File: config.mk
export PLATFORM = sky130hd
export DESIGN_NAME = idx_data_window
export DESIGN_NICKNAME = d
export VERILOG_FILES = /design/src/rtl/idx_data_window.sv
export SDC_FILE = /design/constraint.sdc
export NUM_CORES = 1
export LEC_CHECK = 0
export ABC_AREA = 1
export BUFFER_PORTS_ARGS = -buffer_cell sky130_fd_sc_hd__clkbuf_2
export CORE_MARGIN = 1.5
export CORE_UTILIZATION = 45
export CTS_CLUSTER_DIAMETER = 50
export CTS_CLUSTER_SIZE = 25
export DETAILED_ROUTE_END_ITERATION = 16
export GPL_ROUTABILITY_DRIVEN = 0
export PLACE_DENSITY = 0.77
export RECOVER_POWER = 50
export SLEW_MARGIN = 20
export SYNTH_ARGS = -nofsm -noshare
export SYNTH_HDL_FRONTEND = slang
export SYNTH_SLANG_ARGS = --single-unit
File: constraint.sdc
create_clock -name clk -period 1.4 [get_ports clk]
set_clock_uncertainty 0.1 [all_clocks]
set_input_delay 0.21 -clock clk [delete_from_list [all_inputs] [get_ports clk]]
set_output_delay 0.21 -clock clk [all_outputs]
set_load 0.02 [all_outputs]
File: src/rtl/idx_data_window.sv
module idx_data_window #(
  parameter int DW     = 32,
  parameter int WIN_AW = 4
) (
  input  logic              clk,
  input  logic              rst_n,
  input  logic              h_sel,
  input  logic              h_write,
  input  logic [WIN_AW-1:0] h_addr,
  input  logic [DW/8-1:0]   h_be,
  input  logic [DW-1:0]     h_wdata,
  output logic              h_ready,
  output logic [DW-1:0]     h_rdata,
  output logic              h_unsup,
  output logic              m_req,
  output logic              m_write,
  output logic [DW-1:0]     m_addr,
  output logic [DW/8-1:0]   m_be,
  output logic [DW-1:0]     m_wdata,
  input  logic              m_ack,
  input  logic [DW-1:0]     m_rdata
);
  localparam int BW = DW / 8;
  localparam logic [WIN_AW-1:0] OFS_IDX = '0;
  localparam logic [WIN_AW-1:0] OFS_DAT = WIN_AW'(4);

  logic [DW-1:0] idx_q;
  logic          busy_q;

  wire accept  = h_sel && !h_ready && !busy_q;
  wire full_be = &h_be;
  wire at_idx  = (h_addr == OFS_IDX);
  wire at_dat  = (h_addr == OFS_DAT);

  function automatic logic [DW-1:0] lanes(input logic [DW-1:0] d, input logic [BW-1:0] be);
    logic [DW-1:0] r;
    for (int i = 0; i < BW; i++) r[i*8 +: 8] = be[i] ? d[i*8 +: 8] : 8'h00;
    return r;
  endfunction

  always_ff @(posedge clk) begin
    if (!rst_n) begin
      idx_q   <= '0;
      busy_q  <= 1'b0;
      h_ready <= 1'b0;
      h_rdata <= '0;
      h_unsup <= 1'b0;
      m_req   <= 1'b0;
      m_write <= 1'b0;
      m_addr  <= '0;
      m_be    <= '0;
      m_wdata <= '0;
    end else begin
      h_ready <= 1'b0;
      h_unsup <= 1'b0;
      if (accept) begin
        if (at_dat) begin
          busy_q  <= 1'b1;
          m_req   <= 1'b1;
          m_write <= h_write;
          m_addr  <= {idx_q[DW-1:2], 2'b00};
          m_be    <= h_be;
          m_wdata <= h_wdata;
        end else begin
          h_ready <= 1'b1;
          h_rdata <= (at_idx && !h_write) ? lanes(idx_q, h_be) : '0;
          if (at_idx && h_write && full_be) idx_q <= {h_wdata[DW-1:2], 2'b00};
        end
      end
      if (busy_q && m_ack) begin
        busy_q  <= 1'b0;
        m_req   <= 1'b0;
        h_ready <= 1'b1;
        h_rdata <= m_write ? '0 : lanes(m_rdata, m_be);
        h_unsup <= m_write && !(&m_be);
      end
    end
  end

  a_r1_reset_quiet: assert property (@(posedge clk) $past(!rst_n) |-> (!h_ready && !m_req && idx_q == '0));

  a_r2_index_aligned: assert property (@(posedge clk) disable iff (!rst_n) idx_q[1:0] == 2'b00);

  a_r3_partial_index_kept: assert property (@(posedge clk) disable iff (!rst_n)
    (accept && at_idx && h_write && !full_be) |=> $stable(idx_q));

  a_r7_unsup_with_ready: assert property (@(posedge clk) disable iff (!rst_n) h_unsup |-> h_ready);

  a_r8_req_held: assert property (@(posedge clk) disable iff (!rst_n) (m_req && !m_ack) |=> m_req);

  a_r8_ack_completes: assert property (@(posedge clk) disable iff (!rst_n) (m_req && m_ack) |=> (h_ready && !m_req));

  a_r9_no_master_elsewhere: assert property (@(posedge clk) disable iff (!rst_n)
    (accept && !at_dat) |=> !m_req);

  a_r10_ready_pulse: assert property (@(posedge clk) disable iff (!rst_n) h_ready |=> !h_ready);
endmodule

# After elaboration in Yosys (flattened, before gate mapping)
# Index checks and enable logic that the tools add are counted.
[op_classes]
n_eq_ne = 2
mux = 16
bitwise_logic = 2
n_reduce_logical = 20
[op_table]
columns = ["operator", "n"]
rows = [
  ["$mux 32", 5],
  ["$mux 8", 8],
  ["$reduce_and 4->1", 2],
  ["$logic_and 1x1->1", 7],
  ["$reduce_and 2->1", 3],
  ["$eq 4x3->1 const B", 1],
  ["$logic_not 1->1", 4],
  ["$logic_not 4->1", 1],
  ["$mux 1", 3],
  ["$reduce_and 3->1", 1],
  ["$ne 2x1->1 const B", 1],
  ["$not 1->1", 2],
  ["$reduce_bool 2->1", 1],
  ["$reduce_or 2->1", 1],
]
[totals]
register_bits = 132
in_bits = 77
out_inout_bits = 104
wordCells = 49

# Logic depth before layout (Yosys ltp)
[logic_depth]
word_depth = 6
depth_mapped = 9
ltp_nobuf = 8

# Worst setup path after synthesis
# Ideal clock, no wire load.
[synth_timing]
path_kind = "reg-to-reg"
from = "register busy_q"
to = "register m_wdata[14]"
setup_time_ns = 0.116
arrival_time_ns = 1.178
t_required_ns = 1.184
setup_slack_ns = 0.006
stages_incl_launch_ff = 10
n_path_buf = 2
period_less_slack_ns = 1.394
cell_sequence = "dfxtp_1 -> nor2_1 -> nand2_1 -> inv_2 -> nand2_4 -> inv_4 -> buf_6 -> buf_6 -> nor2_1 -> nor2_1"
[synth_via]
elab_chain_cells = 3
[synth_lines]
columns = ["item", "line", "rtl"]
rows = [
  ["start: declaration", "28", "logic busy_q;"],
  ["start signal: assignment", "44", "busy_q <= 1'b0;"],
  ["start signal: assignment", "58", "busy_q <= 1'b1;"],
  ["start signal: assignment", "71", "busy_q <= 1'b0;"],
  ["$logic_not 1->1", "30", "wire accept = h_sel && !h_ready && !busy_q;"],
  ["$logic_and 1x1->1", "30", ""],
  ["$reduce_and 2->1 (no source line)", "-", ""],
  ["end signal: assignment", "63", "m_wdata <= h_wdata;"],
  ["end: declaration", "19", "output logic [DW-1:0] m_wdata,"],
]
# Every way passes these cells.
# A chain may end at the register's enable or synchronous reset.

# Worst setup path in the final report
[layout_timing]
from = "register busy_q"
to = "register idx_q[7]"
[layout_via]
elab_chain_cells = 3
[layout_lines]
columns = ["item", "line", "rtl"]
rows = [
  ["$logic_not 1->1", "30", ""],
  ["$logic_and 1x1->1", "30", ""],
  ["$reduce_and 3->1 (no source line)", "-", ""],
  ["end signal: assignment", "67", "if (at_idx && h_write && full_be) idx_q <= {h_wdata[DW-1:2], 2'b00};"],
  ["end: declaration", "27", "logic [DW-1:0] idx_q;"],
]
# Every way passes these cells.

==> flow_metrics.py <==
metrics = {
    "power_and_ir_drop": {
        "leakage_nw": 3.726,
        "p_per_area_nw_per_um2": 1163,
        "peakVddDrop_mv": 0.8511,
    },
    "global_routing": {
        "grt_overflow_total": 0,
        "track_usage_pct": 25.05,
        "grt_pass1_wl_um": 25940,
        "grt_use_met1_pct": 32.92,
        "grt_max_degree": 47,
        "grt_use_met3_pct": 4.969,
        "busiest_layer": "met2",
        "grt_use_met2_pct": 39.92,
        "antenna_found_initial": 0,
        "first_global_vias": 5297,
    },
    "synthesis": {
        "synth_seq_cells": 132,
        "synth_edf_count": 0,
        "synthCells": 835,
        "synth.largest_area_cell": "dfxtp_1",
        "synthFlopType": "dfxtp_1",
        "yosys-top-cells-area": "dfxtp_1, nor2_1, nand3_1",
        "yosys-top-cells-count": "nor2_1, dfxtp_1, nand2_1",
        "ys_seq_area_share_pct": 46.24,
        "syn_avg_cell_area_um2": 6.843,
        "async_flop_share_pct": 0,
        "ys_warn_count": 0,
        "netlist_area_um2": 5714,
        "ys_types": 20,
        "synth_top_area_share_pct": 46.24,
        "yosys.cell_count.top_type": "nor2_1",
    },
    "worst_setup_path": {
        "rr_worst_depth": 9,
        "crit_fanout": 7,
        "reg2reg_from": "busy_q$_SDFFE_PP0P_",
        "cp-end-kind": "flop",
        "worstPathRequired_ps": 1650,
        "rr_endpoint": "idx_q[7]$_SDFFE_PN0P_",
        "crit_chain": "nor2_4 -> nand2_2 -> inv_2 -> nand2_2 -> nor2_4 -> buf_6 -> buf_16 -> nor2_1 -> nor2_1",
        "cp.arrival_ps": 1650,
        "start_kind": "flop",
        "r2r_setup_slack_ps": -5,
        "critical_path.max_stage_delay_ps": 360,
        "critPathTopFamily": "simple AND/OR/NAND/NOR gates",
        "crit_buf_inv": 3,
        "slowest_stage": "dfxtp_4",
        "worstSetupPathType": "flop to flop",
    },
    "cells_and_area": {
        "final_nets": 1122,
        "stdcell_area_um2": 7969,
        "drive_above_1_share_pct": 25.71,
        "syn_to_final_growth_pct": 39.46,
    },
    "timing": {
        "post-route-min-period_ps": 1405,
        "min_period_over_period_pct": 100.4,
        "worst_slack_ps": -5.157,
        "hold_violations": 0,
        "finalSetupViolCount": 3,
        "rsz0062_at_grt": "true",
        "timing.fmax_mhz": 711.7,
        "hold_ws_ps": 63.23,
        "drv_slew": 0,
    },
    "worst_hold_path": {
        "hold_path_class": "input port to flop",
        "hold_path_depth": 3,
        "min_from": "rst_n",
        "holdPathEnd": "h_rdata[28]$_SDFFE_PN0P_",
    },
    "job": {
        "max_cap_violations": 0,
    },
    "floorplanning": {
        "die_w_um": 115.7,
        "start_util_pct": 46.79,
        "boundaryPins": 181,
        "die_height_um": 115.7,
        "placementRows": 40,
        "die-area_um2": 13380,
        "core_um2": 12210,
    },
    "route": {
        "avgViaCountPerCell": 4.814,
        "routedWlPerCell_um": 13.83,
        "wirelength_um": 16980,
        "dr.pass1.iters": 5,
        "final_antenna_net_count": 0,
        "drc_errors": 0,
        "via_count": 5911,
        "drtIter0Drc": 583,
    },
    "clock_tree": {
        "clk-insertion-delay-late_ps": 410,
        "cts-buffers-inserted": 17,
        "clock-sinks": 132,
        "cts_max_level": 4,
        "cts_tree": "done",
        "path_clk_slew_ps": 60,
        "clk_path_buf_depth": 2,
        "cts_root_buffer": "clkbuf_16",
    },
    "placement": {
        "postPlaceCellArea_um2": 6833,
        "port_buffers": 178,
        "dp_hpwl_um": 11190,
    },
    "run_status": {
        "outcome": "complete, but fails checks",
        "violations": "setup timing",
    },
}
where the power goes:
part	internal (mW)	switching, mW
combinational	0.434	0.631
sequential	3.87	0.0627
clock	2.63	1.65
per-stage QoR:
stage	power (mW)	std cells	util [%]	setup TNS, ps	setup slack [ps]
finish	9.270	1228	65.26	-12.27	-5.157
floorplan	4.598	836	-	0	6.191
global route	9.612	1226	65.22	-3697	-93.96
global placement	4.941	1151	55.95	-60.47	-26.60
CTS	9.299	1222	64.40	-25.39	-5.752
detailed placement	4.956	1151	55.95	-335.7	-26.20
registers in the layout, indices dropped and copies added (netlist names):
name and flops:
h_rdata 32, idx_q 30, m_be 4, m_wdata 32, h_ready 1, busy_q 1
h_unsup 1, m_write 1, m_addr 30
cell families after synthesis:
| logic type | count (synthesis) | share of synthesized area [%] |
|---|---|---|
| AO/OA/AOI/OAI | 101 | 8.912 |
| other | 1 | 0.06563 |
| AND/OR/NAND/NOR | 469 | 33.50 |
| flip-flops | 132 | 46.24 |
| buffers and inverters | 132 | 11.28 |
repair_timing:
item	in CTS	in global routing
buffers inserted	2	4
endpoints found under the setup margin	41	98
pin swaps	3	17
gates resized for setup	8	51
hold endpoints to repair	35	0
hold buffers	35	0
gates cloned	2	2
worst max path at each step:
stage,startpoint,end,slack [ps],cells after the start
after floorplan,busy_q$_SDFFE_PP0P_,m_wdata[14]$_SDFFE_PN0P_,6,9
after global placement,h_addr[1],idx_q[15]$_SDFFE_PN0P_,-30,8
after detailed placement,h_addr[1],idx_q[15]$_SDFFE_PN0P_,-30,8
after CTS,h_ready$_SDFF_PN0_,idx_q[7]$_SDFFE_PN0P_,-6,8
after global routing,busy_q$_SDFFE_PP0P_,idx_q[11]$_SDFFE_PN0P_,-90,9
final,busy_q$_SDFFE_PP0P_,idx_q[7]$_SDFFE_PN0P_,-5,9
tightest hold or removal path: cells and delay by family:
family        cells  cell delay, ps
buf+inv           1             190
simple gates      2             120
per-layer routing:
| layer | routed length [µm] | vias to the layer above |
|---|---|---|
| met1 | 7562 | 2621 |
| li1 | - | 3023 |
| met4 | 451 | 0 |
| met2 | 8005 | 233 |
| met3 | 964 | 34 |
| met5 | 0 | - |
layout by cell type (no fill, tap or decap), types with 19 or more instances in the layout:
cell           synthesis  routed
nand2_1              105     103
dfxtp_1              132     129
o21ai_0               79      52
o21ai_1               19      42
clkbuf_16              0      19
buf_4                 12      19
nor2_1               264     256
inv_1                 68      68
dlygate4sd3_1          0      35
clkbuf_2               0     174
nand3_1               94      94
final cells by class:
cell class	count	area [µm²]
tap	168	210.2
clock buffer	21	480.5
antenna	2	5.005
multi-input combinational	572	2486
sequential	132	2649
fill	1098	4243
clock inverter	11	101.3
inverter	70	267.8
timing repair buffer	252	1769
(Power assumes the default switching activity.)
